<file path="config.mk">
export PLATFORM = sky130hd
export DESIGN_NAME = mesh_route_sel
export DESIGN_NICKNAME = d
export VERILOG_FILES = /design/src/rtl/route_pkg.sv /design/src/rtl/mesh_path_cost.sv /design/src/rtl/order_pick.sv /design/src/rtl/dor_port_calc.sv /design/src/rtl/mesh_route_sel.sv
export SDC_FILE = /design/constraint.sdc
export NUM_CORES = 1
export LEC_CHECK = 0
export ABC_CLOCK_PERIOD_IN_PS = 47900
export BUFFER_PORTS_ARGS = -buffer_cell sky130_fd_sc_hd__clkbuf_2
export CAP_MARGIN = 25
export CORE_ASPECT_RATIO = 1.25
export CORE_UTILIZATION = 59
export CTS_CLUSTER_DIAMETER = 50
export DETAILED_ROUTE_END_ITERATION = 16
export MAX_ROUTING_LAYER = met4
export PLACE_DENSITY = 0.78
export SLEW_MARGIN = 0
export SYNTH_ARGS = -nofsm -noshare
export SYNTH_HDL_FRONTEND = slang
export SYNTH_HIERARCHICAL = 1
export SYNTH_SLANG_ARGS = --single-unit
</file>
<file path="constraint.sdc">
create_clock -name clk -period 47.9 [get_ports clk]
set_input_delay 9.58 -clock clk [delete_from_list [all_inputs] [get_ports clk]]
set_output_delay 9.58 -clock clk [all_outputs]
set_load 0.01 [all_outputs]
</file>
<file path="src/rtl/route_pkg.sv">
package route_pkg;
  typedef enum logic [2:0] {
    PORT_LOCAL = 3'd0,
    PORT_EAST  = 3'd1,
    PORT_WEST  = 3'd2,
    PORT_NORTH = 3'd3,
    PORT_SOUTH = 3'd4
  } port_e;

  typedef enum logic {
    ORD_XFIRST = 1'b0,
    ORD_YFIRST = 1'b1
  } order_e;
endpackage

</file>
<file path="src/rtl/mesh_path_cost.sv">
module mesh_path_cost #(
  parameter int MESH_X  = 4,
  parameter int MESH_Y  = 4,
  parameter int COORD_W = 2,
  parameter int LOAD_W  = 4,
  parameter int SUM_W   = 9
) (
  input  logic [COORD_W-1:0]               src_x_i,
  input  logic [COORD_W-1:0]               src_y_i,
  input  logic [COORD_W-1:0]               dst_x_i,
  input  logic [COORD_W-1:0]               dst_y_i,
  input  logic [MESH_X*MESH_Y*LOAD_W-1:0]  node_load_i,
  output logic [SUM_W-1:0]                 cost_xy_o,
  output logic [SUM_W-1:0]                 cost_yx_o
);
  localparam int NODES = MESH_X * MESH_Y;

  logic [LOAD_W-1:0] load_arr [NODES];

  for (genvar n = 0; n < NODES; n++) begin : g_unpack
    assign load_arr[n] = node_load_i[n*LOAD_W +: LOAD_W];
  end

  // Sum of load scores over the nodes visited by each dimension order.
  always_comb begin
    int sx, sy, dx, dy, lx, hx, ly, hy;
    logic on_xy, on_yx;
    sx = int'(src_x_i);
    sy = int'(src_y_i);
    dx = int'(dst_x_i);
    dy = int'(dst_y_i);
    lx = (sx < dx) ? sx : dx;
    hx = (sx < dx) ? dx : sx;
    ly = (sy < dy) ? sy : dy;
    hy = (sy < dy) ? dy : sy;
    cost_xy_o = '0;
    cost_yx_o = '0;
    for (int y = 0; y < MESH_Y; y++) begin
      for (int x = 0; x < MESH_X; x++) begin
        on_xy = ((y == sy) && (x >= lx) && (x <= hx)) ||
                ((x == dx) && (y >= ly) && (y <= hy));
        on_yx = ((x == sx) && (y >= ly) && (y <= hy)) ||
                ((y == dy) && (x >= lx) && (x <= hx));
        if (on_xy) cost_xy_o = cost_xy_o + SUM_W'(load_arr[y*MESH_X+x]);
        if (on_yx) cost_yx_o = cost_yx_o + SUM_W'(load_arr[y*MESH_X+x]);
      end
    end
  end
endmodule

</file>
<file path="src/rtl/order_pick.sv">
module order_pick #(
  parameter int SUM_W = 9
) (
  input  logic [SUM_W-1:0] cost_xy_i,
  input  logic [SUM_W-1:0] cost_yx_i,
  input  logic             same_line_i,
  output route_pkg::order_e order_o
);
  import route_pkg::*;

  // X-first wins ties and single-dimension routes.
  always_comb begin
    if (!same_line_i && (cost_yx_i < cost_xy_i)) order_o = ORD_YFIRST;
    else                                          order_o = ORD_XFIRST;
  end
endmodule

</file>
<file path="src/rtl/dor_port_calc.sv">
module dor_port_calc #(
  parameter int COORD_W = 2
) (
  input  logic [COORD_W-1:0] cur_x_i,
  input  logic [COORD_W-1:0] cur_y_i,
  input  logic [COORD_W-1:0] dst_x_i,
  input  logic [COORD_W-1:0] dst_y_i,
  input  route_pkg::order_e  order_i,
  output route_pkg::port_e   port_o
);
  import route_pkg::*;

  port_e step_x, step_y;

  always_comb begin
    if      (dst_x_i > cur_x_i) step_x = PORT_EAST;
    else if (dst_x_i < cur_x_i) step_x = PORT_WEST;
    else                        step_x = PORT_LOCAL;

    if      (dst_y_i > cur_y_i) step_y = PORT_NORTH;
    else if (dst_y_i < cur_y_i) step_y = PORT_SOUTH;
    else                        step_y = PORT_LOCAL;

    if (order_i == ORD_XFIRST) port_o = (step_x != PORT_LOCAL) ? step_x : step_y;
    else                       port_o = (step_y != PORT_LOCAL) ? step_y : step_x;
  end
endmodule

</file>
<file path="src/rtl/mesh_route_sel.sv">
module mesh_route_sel #(
  parameter int MESH_X  = 4,
  parameter int MESH_Y  = 4,
  parameter int COORD_W = 2,
  parameter int LOAD_W  = 4
) (
  input  logic                              clk,
  input  logic                              rst_n,
  input  logic [COORD_W-1:0]                here_x_i,
  input  logic [COORD_W-1:0]                here_y_i,
  input  logic                              flit_valid_i,
  input  logic                              flit_head_i,
  input  logic                              flit_inject_i,
  input  logic                              flit_order_i,
  input  logic [COORD_W-1:0]                flit_dst_x_i,
  input  logic [COORD_W-1:0]                flit_dst_y_i,
  input  logic [MESH_X*MESH_Y*LOAD_W-1:0]   node_load_i,
  output logic                              route_valid_o,
  output logic [2:0]                        route_port_o,
  output logic                              route_order_o,
  output logic                              route_vc_o
);
  import route_pkg::*;

  localparam int NODES = MESH_X * MESH_Y;
  localparam int SUM_W = LOAD_W + $clog2(NODES) + 1;

  // Header register
  logic               head_vld_q, head_vld_d;
  logic               hdr_inject_q, hdr_inject_d;
  logic               hdr_order_q, hdr_order_d;
  logic [COORD_W-1:0] hdr_dx_q, hdr_dx_d;
  logic [COORD_W-1:0] hdr_dy_q, hdr_dy_d;
  logic               capture_en;

  assign capture_en = flit_valid_i && flit_head_i;

  always_comb begin
    head_vld_d   = capture_en;
    hdr_inject_d = hdr_inject_q;
    hdr_order_d  = hdr_order_q;
    hdr_dx_d     = hdr_dx_q;
    hdr_dy_d     = hdr_dy_q;
    if (capture_en) begin
      hdr_inject_d = flit_inject_i;
      hdr_order_d  = flit_order_i;
      hdr_dx_d     = flit_dst_x_i;
      hdr_dy_d     = flit_dst_y_i;
    end
  end

  always_ff @(posedge clk or negedge rst_n) begin
    if (!rst_n) begin
      head_vld_q   <= 1'b0;
      hdr_inject_q <= 1'b0;
      hdr_order_q  <= 1'b0;
      hdr_dx_q     <= '0;
      hdr_dy_q     <= '0;
    end else begin
      head_vld_q   <= head_vld_d;
      hdr_inject_q <= hdr_inject_d;
      hdr_order_q  <= hdr_order_d;
      hdr_dx_q     <= hdr_dx_d;
      hdr_dy_q     <= hdr_dy_d;
    end
  end

  // Order selection at injection
  logic [SUM_W-1:0] cost_xy, cost_yx;
  logic             same_line;
  order_e           picked_order, active_order;
  port_e            port_sel;

  mesh_path_cost #(
    .MESH_X(MESH_X), .MESH_Y(MESH_Y), .COORD_W(COORD_W),
    .LOAD_W(LOAD_W), .SUM_W(SUM_W)
  ) i_cost (
    .src_x_i     (here_x_i),
    .src_y_i     (here_y_i),
    .dst_x_i     (hdr_dx_q),
    .dst_y_i     (hdr_dy_q),
    .node_load_i (node_load_i),
    .cost_xy_o   (cost_xy),
    .cost_yx_o   (cost_yx)
  );

  assign same_line = (hdr_dx_q == here_x_i) || (hdr_dy_q == here_y_i);

  order_pick #(.SUM_W(SUM_W)) i_pick (
    .cost_xy_i   (cost_xy),
    .cost_yx_i   (cost_yx),
    .same_line_i (same_line),
    .order_o     (picked_order)
  );

  assign active_order = hdr_inject_q ? picked_order : order_e'(hdr_order_q);

  dor_port_calc #(.COORD_W(COORD_W)) i_port (
    .cur_x_i (here_x_i),
    .cur_y_i (here_y_i),
    .dst_x_i (hdr_dx_q),
    .dst_y_i (hdr_dy_q),
    .order_i (active_order),
    .port_o  (port_sel)
  );

  assign route_valid_o = head_vld_q;
  assign route_port_o  = port_sel;
  assign route_order_o = active_order;
  assign route_vc_o    = active_order;
endmodule

</file>
==> results of run 1 <==
synth_stat cells (all sizes together) (7+ instances only):
cell,count,area [um2]
a211oi,7,70.1
a21o,47,353
a21oi,75,383
a31oi,15,115
and2,19,119
buf,11,60.1
clkbuf,12,45.0
dfrtp,7,175
fa,30,601
ha,140,1750
inv,111,417
mux2,43,484
mux2i,26,260
nand2,107,407
nand2b,18,135
nand3,10,50.1
nor2,88,338
nor2b,68,433
nor3,29,150
o211ai,9,67.6
o21a,32,248
o21ai,91,455
o22a,16,140
o22ai,32,220
o32ai,8,111
or2,20,125
xnor2,82,801
xor2,22,223
state kept, by name, indices dropped and copies added (netlist names):
| register | count |
|---|---|
| route_valid_o | 1 |
| hdr_dy_q | 2 |
| hdr_dx_q | 2 |
| hdr_inject_q | 1 |
| hdr_order_q | 1 |
cell families after synthesis:
| kind of cell | Yosys count |
|---|---|
| AOI/OAI and AO/OA | 381 |
| xor gates and xnor gates | 110 |
| adders and majority gates | 176 |
| buffers and inverters | 134 |
| DFF | 7 |
| muxes | 69 |
| and+or+nand+nor | 380 |
through the flow:
| step | instances | hold WS, ns |
|---|---|---|
| 3_5_place_dp | 1532 | 0.491 |
| 5_1_grt | 1536 | 0.568 |
| 2_1_floorplan | 1257 | 0.475 |
| 3_3_place_gp | 1532 | 0.491 |
| 6_report | 1536 | 0.556 |
| 4_1_cts | 1536 | 0.543 |
metal layers:
| metal | vias to the layer above | global-route usage | share of wire |
|---|---|---|---|
| met3 | 50 | 0.0109 | 0.032 |
| li1 | 4645 | - | - |
| met2 | 203 | 0.578 | 0.52 |
| met1 | 4283 | 0.341 | 0.41 |
| met5 | - | - | 0 |
| met4 | 0 | 0.0870 | 0.030 |
area by class of cell:
cell class	count	share of cell area
multi-input combinational	1116	0.866
timing repair buffer	86	0.0428
inverter	111	0.0408
tap	212	0.0259
sequential	7	0.0171
clock buffer	4	0.00771
how the worst max path moves through the flow:
stage	end	depth (start not counted)	slack, ns	startpoint
floorplan	route_port_o[1]	68	13.96	here_y_i[1]
global placement	route_port_o[1]	69	12.01	here_y_i[1]
detailed placement	route_port_o[1]	69	11.58	here_y_i[1]
CTS	route_port_o[1]	69	11.55	here_y_i[1]
global route	route_port_o[1]	69	10.24	here_y_i[1]
finish	route_port_o[1]	69	11.57	here_y_i[1]
==> impl_metrics.csv, run 1 <==
group,metric,value,unit
global_route,grtUsageTotal,0.304,
worst_setup_path,crit_top_cell,"fa_1",
die,die_height,144,um
global_route,antenna_found_initial,0,
synthesis,synth_top_family_by_area,"compound AO/OA/AOI/OAI gates",
die,ioPinCount,84,
cells_and_area,n_fill_cell,1478,
routing,routed_wl,24300,um
global_route,grt_pass1_wl,40100,um
clocking,clkLatencyLatePin,0.23,ns
die,die_w,116,um
synthesis,ys_seq_area_frac,0.0183,
placed_design,pre_cts_ws,11.58,ns
outcome,status,"complete, no violations",
cells_and_area,fin_nets,1573,
timing,fin_skew,0,ns
cells_and_area,syn_to_final_growth,7.09,%
worst_setup_path,regToRegSetupSlack,46.97,ns
die,rows,51,
synthesis,synthAdderAreaFrac,0.253,
timing,hold_viol,0,
timing,finalSetupTns,0,ns
worst_setup_path,rr_endpoint,"hdr_dy_q[0]",
synthesis,yosysWarningCount,6,
job,drv_cap,0,
routing,vias_per_cell,5.98,
timing,fmax,0.0275,GHz
routing,drt_pass1_iterations,7,
worst_setup_path,end_kind,"primary output",
clocking,clockBufferDepth,2,
synthesis,synth-async-reset-ratio,1.00,
placed_design,hpwl,21000,um
worst_hold_path,hold_class,"reg2reg",
clocking,root_buffer,"clkbuf_16",
die,start_util,0.608,
synthesis,synth_compound_area_frac,0.273,
timing,period_minus_slack,36.33,ns
global_route,grt_pass1_vias,8856,
worst_setup_path,regToRegStartpoint,"hdr_dy_q[0]",
synthesis,ys_types,92,
routing,first_iter_violations,496,
timing,rsz0062_at_grt,"false",
clocking,holdBufCountCts,0,
clocking,cts_tree,"yes",
routing,wl_per_cell,15.8,um
worst_hold_path,hold_path_depth,1,
clocking,numCtsBuffers,3,
routing,detail_route.drc_violations,0,
routing,final_antenna_net_count,0,
worst_setup_path,cp_slowest_cell,"a21oi_2",
worst_setup_path,crit_type,"in2out",
clocking,cts_resized,0,
synthesis,synthCells,1257,
worst_setup_path,cp.arrival,26.75,ns
placed_design,postPlaceCellArea,10100,um2
die,die_area,16700,um2
clocking,clk_pin_slew,0.04,ns
synthesis,syn_area_per_cell,7.59,um2
synthesis,synth_flop_cell,"dfrtp_1",
synthesis,synthMuxAreaShare,0.0780,
clocking,cts.sinks,7,
global_route,grt_overflow,0,
timing,maxSlewHeadroom,0.337,
synthesis,ys_seq_elements,7,
worst_setup_path,path_max_fanout,13,
cells_and_area,layout_commonest_cell,"ha_1",
timing,finalCritPeriodShare,0.758,
synthesis,synth_nets,1505,
synthesis,synthXorXnorAreaFrac,0.122,
timing,fin_ws,11.57,ns
cells_and_area,ff_latch_area,175,um2
timing,finalSetupViolations,0,
cells_and_area,fin_area,10200,um2
worst_setup_path,critPathRequiredTime,38.32,ns
synthesis,synth-edff-count,0,
clocking,postCtsSetupRepairBufs,0,
synthesis,synthSimpleGateAreaFrac,0.201,
placed_design,port_buffers,83,
global_route,grt_max_degree,14,
timing,max_slew.worst_pin.slew,0.987,ns
worst_setup_path,critPathBufInv,8,
worst_hold_path,hold_path.startpoint,"hdr_order_q",
worst_setup_path,start_kind,"input pin",
worst_hold_path,hold_end,"hdr_order_q",
cells_and_area,drive_gt1_frac,0.148,
synthesis,netlist_area,9550,um2
placed_design,place_congestion,0.962,
cells_and_area,final_cell_mix,"140 x ha_1, 111 x inv_1, 105 x nand2_1, 85 x nor2_1, 83 x clkbuf_2",
cells_and_area,fin_util,0.651,
worst_setup_path,critPathTopFamily,"adder cells",
timing,slew_violations,0,
die,coreArea,15700,um2
worst_setup_path,r2r_cells,1,
cells_and_area,multi_input_area,8850,um2
clocking,htreeDepth,1,
routing,via_count,9181,
worst_setup_path,cp_slowest_stage_delay,0.55,ns
cells_and_area,num_antenna_cells,0,
Power of run 1 is left out: the tool's default activity adds up to more than one toggle a clock period on the data nets, which glitch-free logic cannot reach.
==> run 2: changes to the inputs <==
--- a/config.mk
+++ b/config.mk
@@ -5,15 +5,15 @@
 export SDC_FILE = /design/constraint.sdc
 export NUM_CORES = 1
 export LEC_CHECK = 0
-export ABC_CLOCK_PERIOD_IN_PS = 47900
+export ABC_CLOCK_PERIOD_IN_PS = 30400
 export BUFFER_PORTS_ARGS = -buffer_cell sky130_fd_sc_hd__clkbuf_2
 export CAP_MARGIN = 25
 export CORE_ASPECT_RATIO = 1.25
-export CORE_UTILIZATION = 59
+export CORE_UTILIZATION = 58
 export CTS_CLUSTER_DIAMETER = 50
 export DETAILED_ROUTE_END_ITERATION = 16
 export MAX_ROUTING_LAYER = met4
-export PLACE_DENSITY = 0.78
+export PLACE_DENSITY = 0.8
 export SLEW_MARGIN = 0
 export SYNTH_ARGS = -nofsm -noshare
 export SYNTH_HDL_FRONTEND = slang
==> constraint.sdc (replaced) <==
create_clock -name clk -period 30.4 [get_ports clk]
set_input_delay 6.08 -clock clk [delete_from_list [all_inputs] [get_ports clk]]
set_output_delay 6.08 -clock clk [all_outputs]
set_load 0.01 [all_outputs]
==> run 2 against run 1 <==
Net effect: the run now ends with DRC left; clock skew is the same; count of clock-buffer cells in the layout is the same; critical path type unchanged; sequential cell count is the same; via count grew 0.24%; sequential share of layout area is essentially flat; routed wire length shrank 0.56%.
==> impl_metrics.csv, run 2 (synthesis gave the netlist of run 1 again) <==
group,metric,value,unit
clocking,holdBufCountCts,0,
placed_design,place_congestion,0.974,
worst_setup_path,path_max_fanout,13,
clocking,clkLatencyLatePin,0.23,ns
clocking,cts.sinks,7,
routing,detail_route.drc_violations,1,
cells_and_area,layout_commonest_cell,"ha_1",
global_route,grtUsageTotal,0.295,
worst_setup_path,critPathRequiredTime,24.32,ns
timing,slew_violations,0,
cells_and_area,largestRegisters,"hdr_dx_q (2), hdr_dy_q (2)",
placed_design,hpwl,20800,um
timing,fmax,0.0342,GHz
clocking,cts_tree,"yes",
worst_setup_path,cp.arrival,23.18,ns
die,ioPinCount,84,
clocking,root_buffer,"clkbuf_16",
worst_hold_path,hold_end,"hdr_order_q",
cells_and_area,drive_gt1_frac,0.148,
clocking,clk_pin_slew,0.03,ns
routing,final_antenna_net_count,0,
global_route,antenna_found_initial,0,
worst_setup_path,cp_slowest_stage_delay,0.59,ns
cells_and_area,ff_latch_area,175,um2
clocking,numCtsBuffers,3,
global_route,grt_overflow,0,
die,die_area,17000,um2
timing,finalSetupTns,0,ns
die,start_util,0.592,
placed_design,port_buffers,83,
die,coreArea,16100,um2
timing,maxSlewHeadroom,0.328,
die,die_height,145,um
worst_setup_path,rr_endpoint,"hdr_dy_q[0]",
job,drv_cap,0,
worst_setup_path,r2r_cells,1,
global_route,grt_pass1_wl,40000,um
cells_and_area,num_antenna_cells,0,
timing,period_minus_slack,29.26,ns
cells_and_area,syn_to_final_growth,7.22,%
worst_setup_path,end_kind,"primary output",
clocking,htreeDepth,1,
die,rows,52,
global_route,grt_pass1_vias,8893,
cells_and_area,multi_input_area,8860,um2
worst_hold_path,hold_class,"reg2reg",
worst_hold_path,hold_path.startpoint,"hdr_order_q",
global_route,grt_max_degree,14,
worst_hold_path,hold_path_depth,1,
worst_setup_path,regToRegSetupSlack,29.48,ns
timing,rsz0062_at_grt,"false",
die,die_w,117,um
cells_and_area,fin_nets,1573,
worst_setup_path,regToRegStartpoint,"hdr_dy_q[0]",
timing,max_slew.worst_pin.slew,1.00,ns
worst_setup_path,crit_type,"in2out",
worst_setup_path,start_kind,"input pin",
routing,drt_pass1_iterations,11,
timing,hold_viol,0,
worst_setup_path,cp_slowest_cell,"or4_4",
clocking,clockBufferDepth,2,
cells_and_area,n_fill_cell,1465,
outcome,violations,"DRC",
routing,wl_per_cell,15.7,um
timing,finalSetupViolations,0,
routing,via_count,9203,
worst_setup_path,crit_top_cell,"fa_1",
routing,routed_wl,24100,um
routing,first_iter_violations,380,
timing,fin_skew,0,ns
outcome,status,"complete, but fails checks",
timing,finalCritPeriodShare,0.962,
cells_and_area,final_cell_mix,"140 x ha_1, 111 x inv_1, 105 x nand2_1, 85 x nor2_1, 83 x clkbuf_2",
routing,vias_per_cell,5.98,
[run 2: worst max path at each step]
| stage | slack [ns] | endpoint | start |
|---|---|---|---|
| final | 1.14 | route_port_o[1] | here_y_i[1] |
| after global routing | 0.16 | route_port_o[1] | here_y_i[1] |
| after CTS | 1.09 | route_port_o[1] | here_y_i[1] |
| after detailed placement | 1.15 | route_port_o[1] | here_y_i[1] |
| after global placement | 1.55 | route_port_o[1] | here_y_i[1] |
| after floorplan | 3.46 | route_port_o[1] | here_y_i[1] |
[run 2: area by class of cell]
class	count	area share
clock buffer	4	0.00770
inverter	111	0.0407
multi-input combinational	1116	0.865
sequential	7	0.0171
tap	216	0.0264
timing repair buffer	86	0.0428
[run 2: worst max-delay path, delay by kind of cell]
family / cells / cell delay (ns)
compound gates: 17 / 3.78
xor+xnor: 4 / 0.65
fa+ha+maj: 17 / 7.21
buf+inv: 7 / 0.97
mux: 6 / 1.68
simple gates: 16 / 2.81
[run 2: what timing repair did]
action                                  CTS  global route
endpoints found under the setup margin    0             2
gates resized for setup                   0             2
setup buffers                             0             0
[run 2: metal layers]
layer,vias up,track usage,wire length (um)
met5,-,-,0
met4,0,0.0962,860
met3,65,0.0221,811
met2,229,0.538,12300
met1,4282,0.332,10100
li1,4627,-,-
[run 2: stage by stage]
step	utilization	hold slack (ns)	instances	setup slack, ns	area (um2)
finish	0.634	0.511	1540	1.14	10200
global route	0.634	0.522	1540	0.164	10200
CTS	0.634	0.507	1540	1.09	10200
detailed placement	0.629	0.499	1536	1.15	10100
global placement	0.629	0.492	1536	1.55	10100
floorplan	-	0.475	1257	3.46	9550
Power of run 2 is left out for the same reason.
